<file path="config.mk">
export PLATFORM = sky130hd
export DESIGN_NAME = wavelet_feature_extractor
export DESIGN_NICKNAME = d
export VERILOG_FILES = /design/src/rtl/wfx_pkg.sv /design/src/rtl/wfx_zero_cross.sv /design/src/rtl/wfx_peak_find.sv /design/src/rtl/wfx_level_track.sv /design/src/rtl/wavelet_feature_extractor.sv
export SDC_FILE = /design/constraint.sdc
export NUM_CORES = 1
export LEC_CHECK = 0
export ABC_AREA = 1
export CORE_MARGIN = 3
export CORE_UTILIZATION = 45
export CTS_CLUSTER_SIZE = 14
export DETAILED_ROUTE_END_ITERATION = 12
export DONT_BUFFER_PORTS = 1
export MAX_ROUTING_LAYER = met4
export PLACE_DENSITY = 0.58
export SLEW_MARGIN = 10
export SYNTH_ARGS = -nofsm -noshare
export SYNTH_HDL_FRONTEND = slang
export SYNTH_HIERARCHICAL = 1
export SYNTH_SLANG_ARGS = --single-unit
</file>
<file path="constraint.sdc">
create_clock -name clk -period 5.85 [get_ports clk]
set_clock_uncertainty 0.1 [all_clocks]
set_input_delay 0.585 -clock clk [delete_from_list [all_inputs] [get_ports clk]]
set_output_delay 0.585 -clock clk [all_outputs]
set_load 0.03 [all_outputs]
</file>
<file path="src/rtl/wfx_pkg.sv">
// Shared types and helpers for the wavelet feature extractor.
// Assumes callers pass sign-extended values that fit in 32 bits.
package wfx_pkg;

    typedef enum logic [1:0] {
        PK_NONE = 2'b00,
        PK_MAX  = 2'b01,
        PK_MIN  = 2'b10
    } peak_e;

    // True when the two values are strictly of opposite sign.
    function automatic logic opp_sign(input int a, input int b);
        return ((a > 0) && (b < 0)) || ((a < 0) && (b > 0));
    endfunction

endpackage

</file>
<file path="src/rtl/wfx_zero_cross.sv">
// Zero-crossing detector on the raw coefficient stream.
// Flags an exact zero, or a strict sign change relative to the previous
// strobed sample. Assumes stb is high for one cycle per sample.
module wfx_zero_cross #(
    parameter int W = 14
) (
    input  logic                clk,
    input  logic                rst_n,
    input  logic                stb,
    input  logic signed [W-1:0] x,
    output logic                flag
);
    import wfx_pkg::*;

    logic signed [W-1:0] x_prev;

    // Keep the previous sample and register the crossing decision.
    always_ff @(posedge clk) begin
        if (!rst_n) begin
            x_prev <= '0;
            flag   <= 1'b0;
        end else if (stb) begin
            x_prev <= x;
            flag   <= (x == '0) || opp_sign(int'(x_prev), int'(x));
        end
    end

    // an exact zero sample raises the flag on the next cycle.
    a_r3_zero_sample: assert property (@(posedge clk) disable iff (!rst_n)
        (stb && x == '0) |=> flag);

endmodule

</file>
<file path="src/rtl/wfx_peak_find.sv">
// Peak finder: takes the first difference of the stream and runs the
// crossing test on it. A peak found at sample n refers to sample n-1,
// whose value is handed out as the amplitude. Needs two samples of history.
module wfx_peak_find #(
    parameter int W = 14
) (
    input  logic                clk,
    input  logic                rst_n,
    input  logic                stb,
    input  logic signed [W-1:0] x,
    output logic                hit_max,
    output logic                hit_min,
    output logic signed [W-1:0] amp,
    output wfx_pkg::peak_e      code
);
    import wfx_pkg::*;

    localparam int DW = W + 1;

    logic signed [W-1:0]  x_prev;
    logic signed [DW-1:0] d_prev;
    logic signed [DW-1:0] d_now;
    logic [1:0]           fill;
    logic                 hist_ok;

    // Current derivative and history qualifier.
    always_comb begin
        d_now   = DW'(x) - DW'(x_prev);
        hist_ok = (fill == 2'd2);
    end

    // Classify the extremum at n-1 from the derivative sign change.
    always_comb begin
        hit_max = stb && hist_ok && (d_prev > 0) && (d_now <= 0);
        hit_min = stb && hist_ok && (d_prev < 0) && (d_now >= 0);
        amp     = x_prev;
    end

    // Shift the history and register the peak code.
    always_ff @(posedge clk) begin
        if (!rst_n) begin
            x_prev <= '0;
            d_prev <= '0;
            fill   <= 2'd0;
            code   <= PK_NONE;
        end else if (stb) begin
            x_prev <= x;
            d_prev <= d_now;
            fill   <= hist_ok ? fill : fill + 2'd1;
            code   <= hit_max ? PK_MAX : (hit_min ? PK_MIN : PK_NONE);
        end
    end

    // a maximum cannot be followed directly by another maximum.
    a_r5_no_repeat_max: assert property (@(posedge clk) disable iff (!rst_n)
        (stb && code == PK_MAX) |-> !hit_max);

    // no peak before two samples of history exist.
    a_r5_needs_history: assert property (@(posedge clk) disable iff (!rst_n)
        (stb && fill != 2'd2) |=> (code == PK_NONE));

endmodule

</file>
<file path="src/rtl/wfx_level_track.sv">
// Adaptive level tracker for one polarity. Holds a signal-peak level and a
// noise-peak level, both non-negative magnitudes. Each peak is classified
// against the current threshold and moves one level by a shifted step.
module wfx_level_track #(
    parameter int W        = 14,
    parameter int SIG_INIT = 1024,
    parameter int AVG_SH   = 3,
    parameter int THR_SH   = 2
) (
    input  logic         clk,
    input  logic         rst_n,
    input  logic         stb,
    input  logic         hit,
    input  logic [W-2:0] mag,
    output logic [W-2:0] thr_mag
);
    localparam int MAXV = 2**(W-1) - 1;
    localparam int EW   = W + 1;

    logic [W-2:0]         lvl_sig;
    logic [W-2:0]         lvl_noise;
    logic signed [EW-1:0] sig_e, noise_e, mag_e, thr_e;
    logic signed [EW-1:0] sig_nx, noise_nx;
    logic                 is_sig;

    // Widen the levels and magnitude into signed arithmetic.
    always_comb begin
        sig_e   = EW'({2'b00, lvl_sig});
        noise_e = EW'({2'b00, lvl_noise});
        mag_e   = EW'({2'b00, mag});
    end

    // Threshold between noise and signal level, clamped to range.
    always_comb begin
        thr_e = noise_e + ((sig_e - noise_e) >>> THR_SH);
        if (thr_e < 0)
            thr_mag = '0;
        else if (thr_e > MAXV)
            thr_mag = (W-1)'(MAXV);
        else
            thr_mag = thr_e[W-2:0];
    end

    // Classification and candidate next levels.
    always_comb begin
        is_sig   = (mag >= thr_mag);
        sig_nx   = sig_e + ((mag_e - sig_e) >>> AVG_SH);
        noise_nx = noise_e + ((mag_e - noise_e) >>> AVG_SH);
    end

    // Update the matching level on a strobed peak.
    always_ff @(posedge clk) begin
        if (!rst_n) begin
            lvl_sig   <= (W-1)'(SIG_INIT);
            lvl_noise <= '0;
        end else if (stb && hit) begin
            if (is_sig)
                lvl_sig   <= sig_nx[W-2:0];
            else
                lvl_noise <= noise_nx[W-2:0];
        end
    end

    // a noise peak leaves the signal level alone.
    a_r7_noise_keeps_sig: assert property (@(posedge clk) disable iff (!rst_n)
        (stb && hit && !is_sig) |=> $stable(lvl_sig));

    // a signal peak leaves the noise level alone.
    a_r7_sig_keeps_noise: assert property (@(posedge clk) disable iff (!rst_n)
        (stb && hit && is_sig) |=> $stable(lvl_noise));

    // a larger signal peak never pulls the signal level down.
    a_r8_moves_toward: assert property (@(posedge clk) disable iff (!rst_n)
        (stb && hit && is_sig && (mag >= lvl_sig)) |=> (lvl_sig >= $past(lvl_sig)));

endmodule

</file>
<file path="src/rtl/wavelet_feature_extractor.sv">
// Top of the feature extractor: zero-crossing flag, peak code and two
// adaptive thresholds from one signed coefficient stream. Assumes one
// single-cycle strobe per sample; all state advances only on that strobe.
module wavelet_feature_extractor #(
    parameter int W        = 14,
    parameter int SIG_INIT = 1024,
    parameter int AVG_SH   = 3,
    parameter int THR_SH   = 2
) (
    input  logic         clk,
    input  logic         rst_n,
    input  logic         smp_stb,
    input  logic [W-1:0] coef_in,
    output logic         xing_flag,
    output logic [1:0]   peak_code,
    output logic [W-1:0] thr_pos,
    output logic [W-1:0] thr_neg
);
    import wfx_pkg::*;

    localparam int MAXV = 2**(W-1) - 1;
    localparam int EW   = W + 1;

    logic signed [W-1:0]  x_s;
    logic                 hit_max, hit_min;
    logic signed [W-1:0]  amp;
    peak_e                code;
    logic signed [EW-1:0] amp_e, amp_neg_e;
    logic [W-2:0]         mag_pol [2];
    logic                 hit_pol [2];
    logic [W-2:0]         thr_pol [2];

    assign x_s = $signed(coef_in);

    wfx_zero_cross #(.W(W)) u_zc (
        .clk  (clk),
        .rst_n(rst_n),
        .stb  (smp_stb),
        .x    (x_s),
        .flag (xing_flag)
    );

    wfx_peak_find #(.W(W)) u_pk (
        .clk    (clk),
        .rst_n  (rst_n),
        .stb    (smp_stb),
        .x      (x_s),
        .hit_max(hit_max),
        .hit_min(hit_min),
        .amp    (amp),
        .code   (code)
    );

    // Peak magnitudes per polarity, clamped to the non-negative range.
    always_comb begin
        amp_e     = EW'(amp);
        amp_neg_e = -amp_e;
        if (amp_e < 0)
            mag_pol[0] = '0;
        else
            mag_pol[0] = amp_e[W-2:0];
        if (amp_neg_e < 0)
            mag_pol[1] = '0;
        else if (amp_neg_e > MAXV)
            mag_pol[1] = (W-1)'(MAXV);
        else
            mag_pol[1] = amp_neg_e[W-2:0];
        hit_pol[0] = hit_max;
        hit_pol[1] = hit_min;
    end

    for (genvar p = 0; p < 2; p++) begin : g_pol
        wfx_level_track #(
            .W       (W),
            .SIG_INIT(SIG_INIT),
            .AVG_SH  (AVG_SH),
            .THR_SH  (THR_SH)
        ) u_lvl (
            .clk    (clk),
            .rst_n  (rst_n),
            .stb    (smp_stb),
            .hit    (hit_pol[p]),
            .mag    (mag_pol[p]),
            .thr_mag(thr_pol[p])
        );
    end

    // Drive the signed threshold outputs.
    always_comb begin
        peak_code = code;
        thr_pos   = {1'b0, thr_pol[0]};
        thr_neg   = W'(-EW'({2'b00, thr_pol[1]}));
    end

    // without a strobe every output holds its value.
    a_r2_hold_idle: assert property (@(posedge clk) disable iff (!rst_n)
        !smp_stb |=> ($stable(xing_flag) && $stable(peak_code)
                      && $stable(thr_pos) && $stable(thr_neg)));

    // the negative threshold never exceeds zero.
    a_r9_neg_sign: assert property (@(posedge clk) disable iff (!rst_n)
        smp_stb |=> !($signed(thr_neg) > 0));

endmodule

</file>
==> run_results.csv <==
group,metric,value,unit
clock_network,cts_tree,"yes",
clock_network,hold_buffers,0,
layout,antennaDiodeCount,0,
synthesis,synth_top_family_by_area,"simple AND/OR/NAND/NOR gates",
global_routing,overflow,0,
synthesis,yosys_warnings,6,
route,wl_per_cell,14.4,um
global_routing,antenna_found_initial,0,
placed_design,hpwl,31200,um
floorplanning,fp.dieW,182,um
synthesis,ys_seq_area_frac,0.144,
route,postRouteAntennaNets,0,
synthesis,synth_flop_cell,"dfxtp_1",
critical_path,end_kind,"output pin",
synthesis,synth-simple-area-share,0.324,
hold_path,hp-class,"primary input to register",
global_routing,first_global_vias,12838,
sta,setup_ws,0.383,ns
sta,final.min_clock_period,5.47,ns
global_routing,grt_pass1_wl,62400,um
clock_network,htreeDepth,3,
clock_network,root_buffer,"clkbuf_16",
critical_path,path_max_fanout,8,
synthesis,yosysUniqueCellTypes,52,
placed_design,gp_congestion,0.916,
synthesis,synthArstFlopShare,0,
synthesis,synth-edff-count,0,
synthesis,netlist_area,13900,um2
synthesis,synth_seq_cells,100,
global_routing,grt.total_usage,0.234,
placed_design,pre_cts_slack,0.269,ns
route,vias,13758,
critical_path,max_stage_delay,0.44,ns
pwr,comb_power_share,0.557,
pwr,net-switching-power,1480,uW
floorplanning,rows,63,
pwr,cellInternalPower,1610,uW
synthesis,synth.area.mux_share,0,
critical_path,worstPathCellList,"inv_1 > ha_1 > nand2_1 > o21ai_0 > nand2_1 > nand3_1 > xor2_1 > ha_1 > a21oi_1 > nand2_1 > a21oi_2 > o21ai_0 > nand2_2 > nand3_1 > nand2_1 > inv_1 > inv_1 > ha_1 > nand2_1 > nor3_4 > nand3b_1 > nor3_2 > xnor2_2",
layout,drive_gt1_frac,0.0700,
synthesis,synth_compound_area_frac,0.152,
pwr,total_power,3090,uW
sta,setup_viol,0,
pwr,sw_frac_of_total,0.479,
synthesis,synth_top_cell_by_area,"ha_1",
pwr,p_per_area,210,nW/um2
sta,timing.hold.ws,0.202,ns
placed_design,placed_cells,2628,
synthesis,synth.avg_cell_area,6.14,um2
sta,drv_slew,0,
layout,fin_nets,2471,
synthesis,synth_common_cells,"nand2_1 (552), inv_1 (358), nor2_1 (214)",
critical_path,start_kind,"register",
clock_network,cts_sinks,100,
critical_path,crit_type,"register to output pin",
route,drt_iter0_drc,720,
synthesis,synth_top_cell_area_share,0.175,
critical_path,critical_path.slowest_cell,"dfxtp_1",
floorplanning,die_y,182,um
global_routing,grt_max_degree,94,
floorplanning,dieArea,33000,um2
sta,finalSetupTns,0,ns
clock_network,clk_latency,0.37,ns
route,avgViaCountPerCell,5.20,
clock_network,path_clk_slew,0.09,ns
synthesis,synthCells,2262,
status,status,"finished clean",
pwr,ir_worst_vdd,0.000116,V
sta,hold_viol,0,
pwr,power.leakage,0.00812,uW
sta,slew_headroom,0.405,
route,drc,0,
sta,period_share,0.935,
placed_design,port_buffers,0,
synthesis,synth.net_count,2480,
sta,worst_pin_slew,0.892,ns
critical_path,arrival,4.78,ns
sta,fmax,0.183,GHz
layout,area_growth,5.61,%
clock_network,cts_inserted_buffers,9,
floorplanning,start_util,0.463,
critical_path,critPathRequiredTime,5.16,ns
clock_network,cts_max_path_buffers,2,
layout,fin_cells,2648,
critical_path,cpMostUsedCell,"nand2_1",
synthesis,synth.top_cells.by_area,"ha_1 (17%), nand2_1 (15%), dfxtp_1 (14%), inv_1 (9.7%), a21oi_1 (7.1%)",
synthesis,synth-xor-area-share,0.0755,
synthesis,yosysMostFrequentCell,"nand2_1",
floorplanning,core_area,30000,um2
layout,num-fill-cells,3149,
route,wl,38100,um
sta,rsz0062_at_grt,"yes",
run,cap_violations,0,
route,drtPass1Iterations,5,
pwr,pwr-share-seq,0.240,
synthesis,synth_fa_ha_area_frac,0.185,
pwr,pwr-share-clk,0.203,
floorplanning,ios,48,
==> layout make-up <==
type                       count  area, um2  area share
clock buffer                   9        225      0.0153
clock inverter                 7       65.1     0.00443
inverter                     383       1440      0.0980
multi-input combinational   1744      10300       0.705
sequential                   100       2000       0.137
tap                          390        488      0.0333
timing repair buffer          15        113     0.00767
==> cells by family (layout without fill, tap and decap cells) <==
family	count (synthesis)	in the layout
simple gates	1037	1037
buf+inv	418	414
compound gates	387	387
fa+ha+maj	201	201
xor+xnor	118	118
flops	100	100
other cells	1	1
==> final timing paths <==
| kind | startpoint | endpoint | slack, ns | depth (start not counted) |
|---|---|---|---|---|
| worst max register to register | g_pol[1].u_lvl/lvl_noise[9]$_SDFFE_PN0P_ | g_pol[1].u_lvl/lvl_sig[9]$_SDFFE_PN0P_ | 0.66 | 29 |
| worst min-delay path | smp_stb | u_pk/amp[0]$_SDFFE_PN0P_ | 0.20 | 1 |
| worst min register to register | u_zc/x_prev[1]$_SDFFE_PN0P_ | u_zc/x_prev[1]$_SDFFE_PN0P_ | 0.36 | 2 |
| worst max-delay path | g_pol[1].u_lvl/lvl_noise[5]$_SDFFE_PN0P_ | thr_neg[10] | 0.38 | 23 |
==> through the flow <==
step	utilization	instance area (um2)
2_1_floorplan	-	13900
3_3_place_gp	0.474	14200
3_5_place_dp	0.474	14200
4_1_cts	0.484	14500
5_1_grt	0.489	14700
6_report	0.489	14700
==> sequential cells by signal, indices dropped and copies added, names as in the netlist <==
| signal | flops |
|---|---|
| g_pol.u_lvl/lvl_noise | 26 |
| g_pol.u_lvl/lvl_sig | 26 |
| u_pk/amp | 14 |
| u_pk/code | 2 |
| u_pk/d_prev | 15 |
| u_pk/fill | 2 |
| u_zc/flag | 1 |
| u_zc/x_prev | 14 |
==> power groups by stage <==
stage	clock, uW	combinational (uW)	sequential, uW
finish	627	1720	741
CTS	648	1700	742
floorplan	0	1380	746
global placement	0	1680	757
detailed placement	0	1690	757
global route	668	1940	746
==> layout by cell type, fill, tap and decap left out, drive strengths merged, types with 42 or more instances in the layout <==
master    n
a21oi   201
dfxtp   100
ha      194
inv     387
nand2   594
nand3   151
nor2    229
o21ai   124
xnor2    42
xor2     76
==> worst max-delay path: cells and delay by family (launching register included) <==
family                   cells  cell delay, ns
buffers and inverters        3            0.27
flip-flops                   1            0.44
adder cells (fa/ha/maj)      3            0.88
AO/OA/AOI/OAI                4            0.95
AND/OR/NAND/NOR             11            1.49
XOR/XNOR                     2            0.40
==> metal layers <==
metal  share of wire  up-vias  global-route usage
met5               0        -                   -
met4          0.0078        0              0.0347
met3           0.054       22              0.0278
met2            0.43      270               0.360
met1            0.51     6188               0.337
li1                -     7278                   -
==> timing repair <==
item	4_1_cts	5_1_grt
pin swaps	0	2
setup buffers	0	4
hold endpoints to repair	0	0
setup endpoints to repair	1	37
resized for setup	2	20
No activity file was read; power rests on OpenSTA's default activity.
